--- src/rtl/clksw_pkg.sv ---
// Shared types and the request legality rule for the CPU clock switch.
// Assumes the ratio code map 00=/64, 10=/8, 11=/4, 01=invalid.
package clksw_pkg;

    typedef enum logic [1:0] {
        RATIO_SLOW = 2'b00,
        RATIO_BAD  = 2'b01,
        RATIO_MID  = 2'b10,
        RATIO_FAST = 2'b11
    } ratio_e;

    typedef struct packed {
        logic   sel;
        logic   stop;
        ratio_e ratio;
    } clk_cfg_t;

    function automatic int imax(input int a, input int b);
        return (a > b) ? a : b;
    endfunction

    // Decide whether a requested view may follow the setting in force
    function automatic logic req_legal(input logic cur_sub, input ratio_e cur_ratio,
                                       input logic cur_stop, input clk_cfg_t t);
        logic ok;
        if (t.ratio == RATIO_BAD)
            ok = 1'b0;
        else if (!cur_sub && t.sel)
            ok = (cur_ratio == RATIO_FAST) && (t.ratio == RATIO_FAST) && !t.stop;
        else if (cur_sub && !t.sel)
            ok = (t.ratio == RATIO_FAST) && !t.stop && !cur_stop;
        else if (cur_sub && t.sel)
            ok = (t.ratio == RATIO_FAST);
        else
            ok = 1'b1;
        return ok;
    endfunction

endpackage

--- src/rtl/clksw_regfile.sv ---
// Software-visible mode and ratio registers plus the one-deep request slot.
// Each write merges with the last written value of the other register and
// replaces whatever request is waiting. Assumes take is only raised when the
// slot is valid.
module clksw_regfile
    import clksw_pkg::*;
(
    input  logic     clk,
    input  logic     rst_n,
    input  logic     wr_mode,
    input  logic     mode_sel,
    input  logic     mode_stop,
    input  logic     wr_ratio,
    input  logic [1:0] ratio_code,
    input  logic     take,
    output logic     q_valid,
    output clk_cfg_t q_cfg
);

    clk_cfg_t view_q;
    clk_cfg_t view_n;
    logic     any_wr;

    // Merge this cycle's writes into the last written view
    always_comb begin
        view_n = view_q;
        if (wr_mode) begin
            view_n.sel  = mode_sel;
            view_n.stop = mode_stop;
        end
        if (wr_ratio)
            view_n.ratio = ratio_e'(ratio_code);
        any_wr = wr_mode | wr_ratio;
    end

    // Hold the written view
    always_ff @(posedge clk) begin
        if (!rst_n)
            view_q <= '{sel: 1'b0, stop: 1'b0, ratio: RATIO_SLOW};
        else if (any_wr)
            view_q <= view_n;
    end

    // Keep the latest request in the single slot until the sequencer takes it
    always_ff @(posedge clk) begin
        if (!rst_n) begin
            q_valid <= 1'b0;
            q_cfg   <= '{sel: 1'b0, stop: 1'b0, ratio: RATIO_SLOW};
        end else if (any_wr) begin
            q_valid <= 1'b1;
            q_cfg   <= view_n;
        end else if (take) begin
            q_valid <= 1'b0;
        end
    end

endmodule

--- src/rtl/clksw_seq.sv ---
// Switch sequencer: checks each queued request against the setting in force,
// applies the stop bit at once, and defers a change of source or ratio by a
// machine-cycle count that depends on the old and new setting. Assumes mc_end
// pulses once at the end of every machine cycle of the setting in force, and
// that every delay parameter is at least 1.
module clksw_seq
    import clksw_pkg::*;
#(
    parameter int MC_SLOW_UP   = 1,
    parameter int MC_MID_ANY   = 8,
    parameter int MC_FAST_DOWN = 16,
    parameter int MC_FX4_FXT   = 4
) (
    input  logic     clk,
    input  logic     rst_n,
    input  logic     q_valid,
    input  clk_cfg_t q_cfg,
    input  logic     mc_end,
    output logic     take,
    output logic     eff_sub,
    output ratio_e   eff_ratio,
    output logic     eff_stop,
    output logic     busy,
    output logic     err
);

    localparam int DMAX = imax(imax(MC_SLOW_UP, MC_MID_ANY), imax(MC_FAST_DOWN, MC_FX4_FXT));
    localparam int DW   = $clog2(DMAX + 1);

    logic          pend_q;
    logic          pend_sub_q;
    ratio_e        pend_ratio_q;
    logic [DW-1:0] mc_left_q;
    logic          legal;
    logic          changes;
    logic [DW-1:0] delay_n;
    ratio_e        tgt_ratio;

    // Evaluate the waiting request against the setting in force
    always_comb begin
        take      = q_valid & ~pend_q;
        legal     = req_legal(eff_sub, eff_ratio, eff_stop, q_cfg);
        changes   = (q_cfg.sel != eff_sub) || (!q_cfg.sel && (q_cfg.ratio != eff_ratio));
        tgt_ratio = q_cfg.sel ? RATIO_FAST : q_cfg.ratio;
    end

    // Look up the deferral in machine cycles of the old setting
    always_comb begin
        if (eff_sub || q_cfg.sel)
            delay_n = DW'(MC_FX4_FXT);
        else begin
            case (eff_ratio)
                RATIO_SLOW: delay_n = DW'(MC_SLOW_UP);
                RATIO_MID:  delay_n = DW'(MC_MID_ANY);
                default:    delay_n = DW'(MC_FAST_DOWN);
            endcase
        end
    end

    // Accept, reject or complete switch requests
    always_ff @(posedge clk) begin
        if (!rst_n) begin
            eff_sub      <= 1'b0;
            eff_ratio    <= RATIO_SLOW;
            eff_stop     <= 1'b0;
            pend_q       <= 1'b0;
            pend_sub_q   <= 1'b0;
            pend_ratio_q <= RATIO_SLOW;
            mc_left_q    <= '0;
            err          <= 1'b0;
        end else if (take) begin
            if (!legal)
                err <= 1'b1;
            else begin
                eff_stop <= q_cfg.stop;
                if (changes) begin
                    pend_q       <= 1'b1;
                    pend_sub_q   <= q_cfg.sel;
                    pend_ratio_q <= tgt_ratio;
                    mc_left_q    <= delay_n;
                end
            end
        end else if (pend_q && mc_end) begin
            if (mc_left_q == DW'(1)) begin
                pend_q    <= 1'b0;
                eff_sub   <= pend_sub_q;
                eff_ratio <= pend_ratio_q;
            end else
                mc_left_q <= mc_left_q - DW'(1);
        end
    end

    assign busy = pend_q;

endmodule

--- src/rtl/clksw_divider.sv ---
// Machine-cycle divider: counts pulses of the source in force and marks the
// last pulse of each machine cycle. Assumes the setting only changes at that
// last pulse, so the counter wraps to zero exactly when a new ratio begins.
module clksw_divider
    import clksw_pkg::*;
#(
    parameter int DIV_SLOW = 64,
    parameter int DIV_MID  = 8,
    parameter int DIV_FAST = 4,
    parameter int DIV_SUB  = 4
) (
    input  logic   clk,
    input  logic   rst_n,
    input  logic   fx_tick,
    input  logic   fxt_tick,
    input  logic   main_run,
    input  logic   eff_sub,
    input  ratio_e eff_ratio,
    output logic   mc_end,
    output logic   cpu_tick
);

    localparam int DMAX = imax(imax(DIV_SLOW, DIV_MID), imax(DIV_FAST, DIV_SUB));
    localparam int CW   = $clog2(DMAX);

    logic [CW-1:0] cnt_q;
    logic [CW-1:0] last;
    logic          src_tick;

    // Pick the source pulse and the terminal count of the setting in force
    always_comb begin
        src_tick = eff_sub ? fxt_tick : (fx_tick & main_run);
        if (eff_sub)
            last = CW'(DIV_SUB - 1);
        else begin
            case (eff_ratio)
                RATIO_MID:  last = CW'(DIV_MID - 1);
                RATIO_FAST: last = CW'(DIV_FAST - 1);
                default:    last = CW'(DIV_SLOW - 1);
            endcase
        end
        mc_end = src_tick && (cnt_q == last);
    end

    // Count source pulses within the machine cycle
    always_ff @(posedge clk) begin
        if (!rst_n)
            cnt_q <= '0;
        else if (src_tick)
            cnt_q <= mc_end ? '0 : cnt_q + CW'(1);
    end

    // Register the machine-cycle strobe
    always_ff @(posedge clk) begin
        if (!rst_n)
            cpu_tick <= 1'b0;
        else
            cpu_tick <= mc_end;
    end

endmodule

--- src/rtl/cpu_clk_switch.sv ---
// CPU clock switch controller top. Ties the register file, the switch
// sequencer and the divider together, and drives the main oscillator enable.
// Assumes both source clocks arrive as enable pulses in the clk domain.
module cpu_clk_switch
    import clksw_pkg::*;
#(
    parameter int DIV_SLOW     = 64,
    parameter int DIV_MID      = 8,
    parameter int DIV_FAST     = 4,
    parameter int DIV_SUB      = 4,
    parameter int MC_SLOW_UP   = 1,
    parameter int MC_MID_ANY   = 8,
    parameter int MC_FAST_DOWN = 16,
    parameter int MC_FX4_FXT   = 4
) (
    input  logic       clk,
    input  logic       rst_n,
    input  logic       fx_tick,
    input  logic       fxt_tick,
    input  logic       wr_mode,
    input  logic       mode_sel,
    input  logic       mode_stop,
    input  logic       wr_ratio,
    input  logic [1:0] ratio_code,
    output logic       cpu_tick,
    output logic       eff_sub,
    output logic [1:0] eff_ratio,
    output logic       main_osc_en,
    output logic       busy,
    output logic       sw_err
);

    logic     q_valid;
    clk_cfg_t q_cfg;
    logic     take;
    logic     mc_end;
    logic     eff_stop;
    ratio_e   ratio_w;

    clksw_regfile u_regs (
        .clk(clk), .rst_n(rst_n),
        .wr_mode(wr_mode), .mode_sel(mode_sel), .mode_stop(mode_stop),
        .wr_ratio(wr_ratio), .ratio_code(ratio_code),
        .take(take), .q_valid(q_valid), .q_cfg(q_cfg)
    );

    clksw_seq #(
        .MC_SLOW_UP(MC_SLOW_UP), .MC_MID_ANY(MC_MID_ANY),
        .MC_FAST_DOWN(MC_FAST_DOWN), .MC_FX4_FXT(MC_FX4_FXT)
    ) u_seq (
        .clk(clk), .rst_n(rst_n),
        .q_valid(q_valid), .q_cfg(q_cfg), .mc_end(mc_end),
        .take(take), .eff_sub(eff_sub), .eff_ratio(ratio_w),
        .eff_stop(eff_stop), .busy(busy), .err(sw_err)
    );

    // The main oscillator halts only when the subsystem clock is in force
    assign main_osc_en = ~(eff_sub & eff_stop);
    assign eff_ratio   = ratio_w;

    clksw_divider #(
        .DIV_SLOW(DIV_SLOW), .DIV_MID(DIV_MID),
        .DIV_FAST(DIV_FAST), .DIV_SUB(DIV_SUB)
    ) u_div (
        .clk(clk), .rst_n(rst_n),
        .fx_tick(fx_tick), .fxt_tick(fxt_tick), .main_run(main_osc_en),
        .eff_sub(eff_sub), .eff_ratio(ratio_w),
        .mc_end(mc_end), .cpu_tick(cpu_tick)
    );

endmodule

--- config.mk ---
export PLATFORM = sky130hd
export DESIGN_NAME = cpu_clk_switch
export DESIGN_NICKNAME = d
export VERILOG_FILES = /design/src/rtl/clksw_pkg.sv /design/src/rtl/clksw_regfile.sv /design/src/rtl/clksw_seq.sv /design/src/rtl/clksw_divider.sv /design/src/rtl/cpu_clk_switch.sv
export SDC_FILE = /design/constraint.sdc
export NUM_CORES = 1
export LEC_CHECK = 0
export BUFFER_PORTS_ARGS = -buffer_cell sky130_fd_sc_hd__clkbuf_2
export CORE_ASPECT_RATIO = 0.9
export CORE_MARGIN = 2
export CORE_UTILIZATION = 56
export DETAILED_ROUTE_END_ITERATION = 10
export PLACE_DENSITY = 0.79
export SLEW_MARGIN = 5
export SYNTH_ARGS = -nofsm -noshare
export SYNTH_HDL_FRONTEND = slang
export SYNTH_SLANG_ARGS = --single-unit
--- constraint.sdc ---
create_clock -name clk -period 2.2 [get_ports clk]
set_input_delay 0.22 -clock clk [delete_from_list [all_inputs] [get_ports clk]]
set_output_delay 0.22 -clock clk [all_outputs]
set_load 0.05 [all_outputs]
==> results.ini <==
[finish]
nFillCells=206
stdcell_count=199
design_area_um2=1530
fin_util=0.629
drive_gt1_frac=0.164
diodes=0
layout.nets=189
syn_to_final_growth_pct=8.45

[timing]
setup_viol=0
tightestPinTransition_ns=0.574
hold_ws_ns=0.156
finalCritPeriodShare=0.937
hold_viol_final=0
fmax_mhz=485
slew_viol_final=0
relSlewSlack=0.612
setup_tns_ns=0
worst_slack_ns=0.140
final.min_clock_period_ns=2.06
finalClockSkew_ns=0.0115

[die]
rows=17
boundaryPins=17
die_h_um=51.5
die_area_um2=2930
die_x_um=56.8
core_um2=2420
initial_utilization=0.580

[detailed_routing]
wl_per_cell_um=13.1
num_vias=1151
wirelength_um=2610
viasPerCell=5.78
dr.pass1.iters=4
drc=0
antenna_left=0
drt-initial-drc-count=37

[critical_path]
start_kind=flop
critPathCaptureType=flop
crit_type=reg2reg
critPathRequiredTime_ns=2.43
worstPathArrival_ns=2.29
cp_max_fo=9

[clock_network]
h-tree-depth=1
clk_transition_reported_paths_ns=0.13
clock_latency_ns=0.32
cts_buffers=3
cts_buffer_depth=2
cts-root-buf=clkbuf_4
cts_tree=built
cts_num_sinks=26

[global_routing]
grt_overflow=0
antenna_found_initial=0
grt_max_degree=29
grtUsageTotal=0.196
grt_pass1_vias=1067
grt_pass1_wl_um=4550

[run_status]
outcome=completed

[placed_design]
dp.cells=195
finalWeightedCongestion=0.879
place_ws_ns=0.0562
placedInstanceArea_um2=1480
dp_hpwl_um=1940
portBuffers=16

[synthesis]
synthArstFlopShare=0
syn_nets=175
ys_types=43
synth.top_cell.area_share=0.370
dominantRegCellSynth=dfxtp_1
ys_ff_latch=26
synth_top_cells_by_area=dfxtp_1 (37%), ha_1 (6.2%), mux2i_1 (5.0%)
synth_seq_area_share=0.370
synthCells=158
yosysTopAreaCell=dfxtp_1
synth_edf_count=0
syn_avg_cell_area_um2=8.90
syn_area_um2=1410
yosys_warnings=0

[pwr]
power_mw=0.888
cellPowerDensity_nw_per_um2=582
comb_power_share=0.155
p_sw_mw=0.237
total_leakage_power_nw=0.613
ir_drop_v=0.000442
p_int_mw=0.651
clockPowerShare=0.268
power_frac_seq=0.577
p_sw_frac=0.267

[job]
cap_violations=0

[min_path]
worst_hold_path_type=in2reg

-- logic make-up after synthesis --
kind of cell,count (synthesis),share of synthesized area
and+or+nand+nor,65,0.262
AOI/OAI and AO/OA,33,0.165
DFF,26,0.370
buffers and inverters,12,0.0409
xor gates and xnor gates,8,0.0498
muxes,7,0.0498
adders and majority gates,7,0.0623
-- repair_timing --
action	4_1_cts	5_1_grt
endpoints found under the setup margin	0	8
buffers inserted	0	0
hold buffers	0	0
gates resized for setup	0	1
-- worst max-delay path: stages (launching register included) --
cell and delay, ns:
dfxtp_1 0.47, inv_1 0.12, ha_1 0.22, and3b_1 0.19
a211oi_2 0.28, a21oi_1 0.17, a21oi_4 0.25, o211ai_1 0.13
o211a_1 0.15
-- final timing paths --
check	start	endpoint	slack (ns)	cells after the start
worst max-delay path	u_regs.view_q[3]$_SDFFE_PN0P_	u_seq.mc_left_q[3]$_SDFFE_PN0P_	0.14	8
worst min-delay path	ratio_code[1]	u_regs.view_q[1]$_SDFFE_PN0P_	0.16	3
worst max register to register	u_regs.view_q[3]$_SDFFE_PN0P_	u_seq.mc_left_q[3]$_SDFFE_PN0P_	0.14	8
worst min register to register	u_seq.mc_left_q[1]$_SDFFE_PN0P_	u_seq.mc_left_q[1]$_SDFFE_PN0P_	0.49	2
-- sequential cells by signal (all words and copies together), names as in the netlist, 2 cells and up --
signal              flops
u_div.cnt_q             6
u_seq.mc_left_q         5
u_seq.pend_ratio_q      2
u_regs.view_q           4
u_seq.eff_ratio         2
-- per-layer routing --
metal	vias up	GRT usage	routed length [um]
met4	0	0.0426	10
met1	526	0.239	1200
li1	588	-	-
met2	35	0.345	1220
met3	2	0.0597	178
met5	-	0	0
-- cells in the mapped netlist, drive strengths merged, types with 2 or more instances --
master and count:
a211oi 2, a21oi 8, and2 4, buf 3, clkbuf 4, dfxtp 26, ha 7, inv 5
mux2i 7, nand2 16, nand2b 5, nand3 5, nand4 3, nor2 6, nor2b 11, nor3 4
o2111ai 2, o211ai 3, o21a 2, o21ai 9, o311a 2, xnor2 3, xor2 5
-- final cells by class --
type / instances / area (um2) / area share
clock buffer: 4 / 36.3 / 0.0238
inverter: 5 / 18.8 / 0.0123
multi-input combinational: 120 / 833 / 0.546
sequential: 26 / 522 / 0.342
tap: 28 / 35.0 / 0.0230
timing repair buffer: 16 / 80.1 / 0.0525
-- power by group through the flow --
stage | Combinational, mW | Clock (mW) | Sequential (mW)
after floorplan | 0.0965 | 0 | 0.527
after global placement | 0.131 | 0 | 0.522
after detailed placement | 0.135 | 0 | 0.522
after CTS | 0.136 | 0.252 | 0.513
after global routing | 0.157 | 0.268 | 0.517
final | 0.137 | 0.239 | 0.513
-- cells in the final DEF (no fill, tap or decap), types with 2 or more instances in the layout --
cell type / netlist / final
xor2_1: 5 / 5
o211ai_1: 3 / 3
nor3_1: 4 / 4
xnor2_1: 3 / 3
mux2i_1: 7 / 7
dfxtp_1: 26 / 25
o2111ai_1: 2 / 2
clkbuf_2: 0 / 16
nand2b_1: 5 / 5
nor2b_1: 11 / 11
nand3_1: 5 / 5
inv_1: 5 / 5
a21oi_1: 7 / 7
o21ai_0: 8 / 8
nand4_1: 3 / 3
and2_1: 4 / 4
nor2_1: 6 / 6
clkbuf_4: 0 / 3
o311a_1: 2 / 2
nand2_1: 16 / 16
o21a_1: 2 / 2
ha_1: 7 / 7
No activity file was read; power rests on OpenSTA's default activity.
